<file path="config.mk">
export PLATFORM = sky130hd
export DESIGN_NAME = keyed_watchdog
export DESIGN_NICKNAME = d
export VERILOG_FILES = /design/src/rtl/wdt_pkg.sv /design/src/rtl/wdt_key_dec.sv /design/src/rtl/wdt_cfg.sv /design/src/rtl/wdt_div.sv /design/src/rtl/wdt_cnt.sv /design/src/rtl/keyed_watchdog.sv
export SDC_FILE = /design/constraint.sdc
export NUM_CORES = 1
export LEC_CHECK = 0
export ABC_AREA = 1
export ABC_CLOCK_PERIOD_IN_PS = 3420
export BUFFER_PORTS_ARGS = -buffer_cell sky130_fd_sc_hd__buf_2
export CORE_MARGIN = 2
export CORE_UTILIZATION = 48
export CTS_CLUSTER_DIAMETER = 100
export DETAILED_ROUTE_END_ITERATION = 7
export GPL_ROUTABILITY_DRIVEN = 0
export PLACE_DENSITY = 0.78
export SLEW_MARGIN = 30
export SYNTH_ARGS = -nofsm -noshare
export SYNTH_HDL_FRONTEND = slang
export SYNTH_SLANG_ARGS = --single-unit
</file>
<file path="constraint.sdc">
create_clock -name clk_i -period 3.42 [get_ports clk_i]
set_input_delay 0.684 -clock clk_i [delete_from_list [all_inputs] [get_ports clk_i]]
set_output_delay 0.684 -clock clk_i [all_outputs]
set_load 0.02 [all_outputs]
</file>
<file path="src/rtl/wdt_pkg.sv">
package wdt_pkg;
  parameter int unsigned KEY_W = 16;
  parameter logic [KEY_W-1:0] KEY_START   = 16'hCCCC;
  parameter logic [KEY_W-1:0] KEY_REFRESH = 16'hAAAA;
  parameter logic [KEY_W-1:0] KEY_UNLOCK  = 16'h5555;

  typedef enum logic {
    CFG_PSC = 1'b0,
    CFG_RLD = 1'b1
  } cfg_sel_e;
endpackage

</file>
<file path="src/rtl/wdt_key_dec.sv">
module wdt_key_dec
  import wdt_pkg::*;
(
  input  logic             clk_i,
  input  logic             rst_ni,
  input  logic             key_we_i,
  input  logic [KEY_W-1:0] key_i,
  output logic             start_o,
  output logic             refresh_o,
  output logic             unlocked_o
);
  logic unlock_hit, other_hit, unlocked_q;

  always_comb begin
    start_o    = key_we_i && (key_i == KEY_START);
    refresh_o  = key_we_i && (key_i == KEY_REFRESH);
    unlock_hit = key_we_i && (key_i == KEY_UNLOCK);
    other_hit  = key_we_i && !start_o && !refresh_o && !unlock_hit;
  end

  always_ff @(posedge clk_i or negedge rst_ni) begin
    if (!rst_ni)                     unlocked_q <= 1'b0;
    else if (unlock_hit)             unlocked_q <= 1'b1;
    else if (refresh_o || other_hit) unlocked_q <= 1'b0;
  end

  assign unlocked_o = unlocked_q;

  AST_REFRESH_RELOCKS: assert property (@(posedge clk_i) disable iff (!rst_ni)
    refresh_o |=> !unlocked_o);
  AST_STRAY_KEY_RELOCKS: assert property (@(posedge clk_i) disable iff (!rst_ni)
    (key_we_i && key_i != KEY_UNLOCK && key_i != KEY_START) |=> !unlocked_o);
endmodule

</file>
<file path="src/rtl/wdt_cfg.sv">
module wdt_cfg
  import wdt_pkg::*;
#(
  parameter int unsigned PSC_W = 3,
  parameter int unsigned RLD_W = 12
) (
  input  logic             clk_i,
  input  logic             rst_ni,
  input  logic             we_i,
  input  logic             sel_i,
  input  logic [RLD_W-1:0] data_i,
  input  logic             unlocked_i,
  input  logic             bnd_i,
  output logic [PSC_W-1:0] psc_wr_o,
  output logic [RLD_W-1:0] rld_wr_o,
  output logic [PSC_W-1:0] psc_act_o,
  output logic [RLD_W-1:0] rld_act_o,
  output logic [1:0]       pend_o
);
  logic [PSC_W-1:0] psc_wr_q, psc_act_q;
  logic [RLD_W-1:0] rld_wr_q, rld_act_q;
  logic [1:0]       pend_q;
  logic             psc_acc, rld_acc;

  assign psc_acc = we_i && unlocked_i && (sel_i == CFG_PSC) && !pend_q[0];
  assign rld_acc = we_i && unlocked_i && (sel_i == CFG_RLD) && !pend_q[1];

  always_ff @(posedge clk_i or negedge rst_ni) begin
    if (!rst_ni) begin
      psc_wr_q  <= '0;
      psc_act_q <= '0;
      rld_wr_q  <= '1;
      rld_act_q <= '1;
      pend_q    <= '0;
    end else begin
      if (psc_acc) begin
        psc_wr_q  <= data_i[PSC_W-1:0];
        pend_q[0] <= 1'b1;
      end else if (bnd_i && pend_q[0]) begin
        psc_act_q <= psc_wr_q;
        pend_q[0] <= 1'b0;
      end
      if (rld_acc) begin
        rld_wr_q  <= data_i;
        pend_q[1] <= 1'b1;
      end else if (bnd_i && pend_q[1]) begin
        rld_act_q <= rld_wr_q;
        pend_q[1] <= 1'b0;
      end
    end
  end

  assign psc_wr_o  = psc_wr_q;
  assign rld_wr_o  = rld_wr_q;
  assign psc_act_o = psc_act_q;
  assign rld_act_o = rld_act_q;
  assign pend_o    = pend_q;

  AST_PSC_HELD_WHILE_PENDING: assert property (@(posedge clk_i) disable iff (!rst_ni)
    pend_q[0] |=> $stable(psc_wr_q));
  AST_RLD_HELD_WHILE_PENDING: assert property (@(posedge clk_i) disable iff (!rst_ni)
    pend_q[1] |=> $stable(rld_wr_q));
  AST_LOCKED_NO_WRITE: assert property (@(posedge clk_i) disable iff (!rst_ni)
    !unlocked_i |=> ($stable(psc_wr_q) && $stable(rld_wr_q)));
  AST_ACT_ONLY_AT_BND: assert property (@(posedge clk_i) disable iff (!rst_ni)
    !bnd_i |=> ($stable(psc_act_q) && $stable(rld_act_q)));
endmodule

</file>
<file path="src/rtl/wdt_div.sv">
module wdt_div #(
  parameter int unsigned PSC_W    = 3,
  parameter int unsigned CODE_MAX = 6,
  localparam int unsigned DIV_W   = CODE_MAX + 2
) (
  input  logic             clk_i,
  input  logic             rst_ni,
  input  logic             tick_i,
  input  logic             frozen_i,
  input  logic             clear_i,
  input  logic [PSC_W-1:0] psc_i,
  output logic             bnd_o
);
  logic [DIV_W-1:0] div_q, lim;
  logic [DIV_W:0]   span;
  logic [PSC_W-1:0] code;
  logic             adv;

  always_comb begin
    code = (psc_i > PSC_W'(CODE_MAX)) ? PSC_W'(CODE_MAX) : psc_i;
    span = (DIV_W+1)'(1) << (32'(code) + 32'd2);
    lim  = DIV_W'(span - 1'b1);
    adv  = tick_i && !frozen_i;
    bnd_o = adv && (div_q == lim) && !clear_i;
  end

  always_ff @(posedge clk_i or negedge rst_ni) begin
    if (!rst_ni)       div_q <= '0;
    else if (clear_i)  div_q <= '0;
    else if (adv)      div_q <= (div_q == lim) ? '0 : div_q + 1'b1;
  end

  AST_FROZEN_NO_BOUNDARY: assert property (@(posedge clk_i) disable iff (!rst_ni)
    frozen_i |=> ($past(frozen_i) && !clear_i) -> $stable(div_q));
  AST_DIV_IN_RANGE: assert property (@(posedge clk_i) disable iff (!rst_ni)
    div_q <= lim);
endmodule

</file>
<file path="src/rtl/wdt_cnt.sv">
module wdt_cnt #(
  parameter int unsigned RLD_W = 12
) (
  input  logic             clk_i,
  input  logic             rst_ni,
  input  logic             start_i,
  input  logic             refresh_i,
  input  logic             bnd_i,
  input  logic [RLD_W-1:0] rld_i,
  output logic             start_go_o,
  output logic [RLD_W-1:0] count_o,
  output logic             active_o,
  output logic             fire_o
);
  logic [RLD_W-1:0] cnt_q;
  logic             active_q, expired_q, fire_q;

  assign start_go_o = start_i && !active_q;

  always_ff @(posedge clk_i or negedge rst_ni) begin
    if (!rst_ni) begin
      cnt_q     <= '1;
      active_q  <= 1'b0;
      expired_q <= 1'b0;
      fire_q    <= 1'b0;
    end else begin
      fire_q <= 1'b0;
      if (expired_q) begin
        cnt_q <= cnt_q;
      end else if (start_go_o) begin
        active_q <= 1'b1;
        cnt_q    <= rld_i;
      end else if (active_q && refresh_i) begin
        cnt_q <= rld_i;
      end else if (active_q && bnd_i) begin
        if (cnt_q == '0) begin
          expired_q <= 1'b1;
          fire_q    <= 1'b1;
        end else begin
          cnt_q <= cnt_q - 1'b1;
        end
      end
    end
  end

  assign count_o  = cnt_q;
  assign active_o = active_q;
  assign fire_o   = fire_q;

  AST_REQ_ONE_CLOCK: assert property (@(posedge clk_i) disable iff (!rst_ni)
    fire_q |=> !fire_q);
  AST_NO_STOP: assert property (@(posedge clk_i) disable iff (!rst_ni)
    active_q |=> active_q);
  AST_HOLD_WITHOUT_EVENT: assert property (@(posedge clk_i) disable iff (!rst_ni)
    (active_q && !bnd_i && !refresh_i) |=> $stable(cnt_q));
  AST_EXPIRED_AT_ZERO: assert property (@(posedge clk_i) disable iff (!rst_ni)
    fire_q |-> (cnt_q == '0));
endmodule

</file>
<file path="src/rtl/keyed_watchdog.sv">
module keyed_watchdog
  import wdt_pkg::*;
#(
  parameter int unsigned PSC_W    = 3,
  parameter int unsigned RLD_W    = 12,
  parameter int unsigned CODE_MAX = 6
) (
  input  logic             clk_i,
  input  logic             rst_ni,
  input  logic             tick_i,
  input  logic             key_we_i,
  input  logic [KEY_W-1:0] key_i,
  input  logic             cfg_we_i,
  input  logic             cfg_sel_i,
  input  logic [RLD_W-1:0] cfg_data_i,
  input  logic             dbg_halt_i,
  input  logic             dbg_freeze_en_i,
  output logic [PSC_W-1:0] psc_o,
  output logic [RLD_W-1:0] rld_o,
  output logic [1:0]       pend_o,
  output logic [RLD_W-1:0] count_o,
  output logic             active_o,
  output logic             reset_req_o
);
  logic             start_p, refresh_p, unlocked, bnd, start_go, frozen;
  logic [PSC_W-1:0] psc_act;
  logic [RLD_W-1:0] rld_act;

  assign frozen = dbg_freeze_en_i && dbg_halt_i;

  wdt_key_dec u_key (
    .clk_i, .rst_ni, .key_we_i, .key_i,
    .start_o(start_p), .refresh_o(refresh_p), .unlocked_o(unlocked)
  );

  wdt_cfg #(.PSC_W(PSC_W), .RLD_W(RLD_W)) u_cfg (
    .clk_i, .rst_ni,
    .we_i(cfg_we_i), .sel_i(cfg_sel_i), .data_i(cfg_data_i),
    .unlocked_i(unlocked), .bnd_i(bnd),
    .psc_wr_o(psc_o), .rld_wr_o(rld_o),
    .psc_act_o(psc_act), .rld_act_o(rld_act), .pend_o(pend_o)
  );

  wdt_div #(.PSC_W(PSC_W), .CODE_MAX(CODE_MAX)) u_div (
    .clk_i, .rst_ni, .tick_i, .frozen_i(frozen),
    .clear_i(start_go), .psc_i(psc_act), .bnd_o(bnd)
  );

  wdt_cnt #(.RLD_W(RLD_W)) u_cnt (
    .clk_i, .rst_ni,
    .start_i(start_p), .refresh_i(refresh_p), .bnd_i(bnd), .rld_i(rld_act),
    .start_go_o(start_go), .count_o(count_o), .active_o(active_o),
    .fire_o(reset_req_o)
  );

  AST_FREEZE_HOLDS_COUNT: assert property (@(posedge clk_i) disable iff (!rst_ni)
    (frozen && !key_we_i) |=> $stable(count_o));
endmodule

</file>
==> results.tsv <==
metric	value	unit
Max-Cap Viols	0	
CP Capture Type	flip-flop	
actual slew at the worst max-slew pin	775	ps
Syn Nets	511	
CTS tree	yes	
Storage cell area	1450	um^2
share of cells above drive strength 1	27.2	%
clock slew at reported path FFs	110	ps
Worst Path Class, Setup	reg -> reg	
Fin. Hold Viols	0	
Final Skew	9.18	ps
most common cell after layout, fill and taps aside	nand2_1	
Sw Share	30.6	%
Buf/Inv on CP	2	
initial DRC count	161	
CTS Buf Count	5	
crit path cell chain	inv_2, ha_1, inv_1, nor2_2, nand2_1, nand2_1, nand3_1, nor2_2, nand2_2, nor2_4, nand2_2, nor2_1, a21oi_2	
CTS max path bufs	2	
relative slew slack	48.2	%
outcome	finished clean	
sequential share of the synthesized area	42.6	%
Detailed Place HPWL	6.03	mm
first-pass GRT wire length	13.2	mm
VDD IR max	0.263	mV
Root Driver	clkbuf_8	
Syn Std Cell Area	3400	um^2
core area	6830	um^2
leak pwr	2.07	nW
Routed WL per cell	12.1	um
FF+latch count, synth	56	
Gate power share	15.7	%
ANT cells	0	
Mean Syn Cell Area	7.24	um^2
TritonRoute pass-1 iters	4	
Seq pwr share	55.8	%
Critical Path Source Type	flip-flop	
Die Area	7770	um^2
Pwr Density	351	nW/um^2
Total GRT Usage	21.5	%
P_sw	0.418	mW
total clock sinks	56	
Slew Viols, Final	0	
CTS Hold Bufs	0	
HP Class	in -> async	
vias post-DR	3112	
setup TNS	0	ps
worst skew pair latency	320	ps
crit-path max FO	21	
initial core utilization	49.7	%
largest net degree at the start of global routing	40	
fin crit share	66.5	%
H-tree depth	2	
post-CTS setup repair buffer count	0	
critical path's largest stage delay	440	ps
crit path DAT	2530	ps
row count	30	
DR DRC count	0	
CP delay by family, top	simple AND/OR/NAND/NOR gates	
Netlist cell types	34	
Req. time, crit path	3680	ps
die width	88.1	um
GRT overflow	0	
Die Y	88.1	um
DRT antenna net count	0	
antenna violations before repair	0	
clock share of power	28.5	%
post_cts resized	0	
Total Nets Final	577	
Max Freq	0.440	GHz
# IOs	67	
Multi-input gate area	1620	um^2
Pint	0.947	mW
Finish-stage setup viols	0	
Post-Route WL	7.63	mm
CP max stage cell	dfrtp_1	
most frequent cells in the layout	nand2_1, buf_2, inv_1, nor2_1, nand3_1	
vias in the first global route	3003	
WHS	259	ps
# port buffers	66	
Mapped Cells	469	
Fillers	652	
Area growth syn-to-layout	14.6	%
RSZ-0062 raised after global routing	no	
yosys warns	0	
number of vias per cell	4.92	
minimum clock period	2270	ps
synthesized netlist by cell type:
| library cell | n | area (um^2) |
|---|---|---|
| o21ai_2 | 1 | 8.76 |
| mux2i_1 | 1 | 10.0 |
| nand2_1 | 134 | 503 |
| dfstp_2 | 36 | 946 |
| o22ai_1 | 1 | 6.26 |
| nand3_2 | 1 | 10.0 |
| xor2_1 | 6 | 52.6 |
| buf_2 | 1 | 5.00 |
| nand3_4 | 1 | 17.5 |
| nor2_1 | 55 | 206 |
| nand4_1 | 10 | 62.6 |
| nor2_2 | 5 | 31.3 |
| nand4_4 | 1 | 21.3 |
| a21oi_2 | 1 | 8.76 |
| o21ai_1 | 8 | 40.0 |
| nand2_2 | 9 | 56.3 |
| nor4_1 | 3 | 18.8 |
| nor3_1 | 7 | 35.0 |
| buf_6 | 1 | 11.3 |
| o21ai_0 | 13 | 65.1 |
| inv_2 | 10 | 37.5 |
| nand2_4 | 3 | 33.8 |
| a21oi_1 | 14 | 70.1 |
| buf_4 | 4 | 30.0 |
| nor2_4 | 2 | 22.5 |
| clkbuf_1 | 2 | 7.51 |
| o21a_1 | 1 | 7.51 |
| inv_1 | 63 | 236 |
| ha_1 | 6 | 75.1 |
| xnor2_1 | 2 | 17.5 |
| dfrtp_1 | 20 | 500 |
| mux2_2 | 1 | 11.3 |
| or2_1 | 1 | 6.26 |
| nand3_1 | 45 | 225 |
sequential cells by signal (all words and copies together), names as in the netlist:
signal / cells
u_cnt.count_o: 12
u_cnt.active_o: 1
u_cfg.psc_wr_o: 3
u_cfg.rld_wr_o: 12
u_div.div_q: 8
u_cfg.pend_o: 2
u_cnt.expired_q: 1
u_cfg.psc_act_o: 3
u_cnt.fire_o: 1
u_key.unlocked_o: 1
u_cfg.rld_act_o: 12
path summary, 6_finish.rpt:
| check | endpoint | depth (start not counted) | startpoint | slack (ps) |
|---|---|---|---|---|
| setup reg to reg | u_cfg.rld_act_o[11] | 13 | u_cfg.psc_act_o[1] | 1150 |
| setup / recovery | u_cfg.rld_act_o[11] | 13 | u_cfg.psc_act_o[1] | 1150 |
| hold reg to reg | u_cfg.rld_act_o[1] | 2 | u_cfg.rld_act_o[1] | 480 |
| min in group clk_i | u_cfg.rld_act_o[1] | 2 | u_cfg.rld_act_o[1] | 480 |
| max in group asynchronous | u_cnt.count_o[0] | 2 | rst_ni | 2310 |
| hold / removal | u_div.div_q[3] | 1 | rst_ni | 260 |
per-layer routing:
layer / wire length (um) / GRT usage [%]
met1: 3450 / 28.8
met4: 161 / 7.99
met5: 0 / 0
met2: 3500 / 34.2
met3: 516 / 4.81
cell type report:
| type | instances | share of cell area, % |
|---|---|---|
| inverters | 73 | 7.04 |
| clock inverters | 3 | 0.611 |
| flip-flops and latches | 56 | 37.1 |
| multi-input cells | 332 | 41.7 |
| well taps | 96 | 3.08 |
| repair buffers | 67 | 8.68 |
| clock buffers | 5 | 1.77 |
power groups by stage:
stage / Sequential (mW) / Clock (mW) / Combinational, mW
floorplan: 0.758 / 0 / 0.145
global placement: 0.768 / 0 / 0.207
detailed placement: 0.772 / 0 / 0.213
CTS: 0.760 / 0.403 / 0.215
global route: 0.767 / 0.422 / 0.250
finish: 0.762 / 0.389 / 0.214
cell families after synthesis:
family	after synthesis	share of synthesized area, %
and+or+nand+nor	277	36.8
buffers and inverters	81	9.65
DFF	56	42.6
AOI/OAI and AO/OA	39	6.08
xor gates and xnor gates	8	2.06
adders and majority gates	6	2.21
muxes	2	0.626
metrics by stage:
step	area [um^2]	setup slack (ps)	power, mW	util, %	instances
after floorplan	3400	1530	0.903	-	469
after global placement	3800	1270	0.976	55.6	624
after detailed placement	3800	1200	0.985	55.6	624
after CTS	3890	1150	1.38	57.0	632
after global routing	3890	920	1.44	57.0	632
final	3890	1150	1.36	57.0	632
worst reg2reg max path: stages (launching register included):
cell	delay, ps
dfrtp_1	440
inv_2	90
ha_1	320
inv_1	60
nor2_2	140
nand2_1	80
nand2_1	60
nand3_1	90
nor2_2	120
nand2_2	120
nor2_4	180
nand2_2	240
nor2_1	200
a21oi_2	50
(Power assumes the default switching activity.)
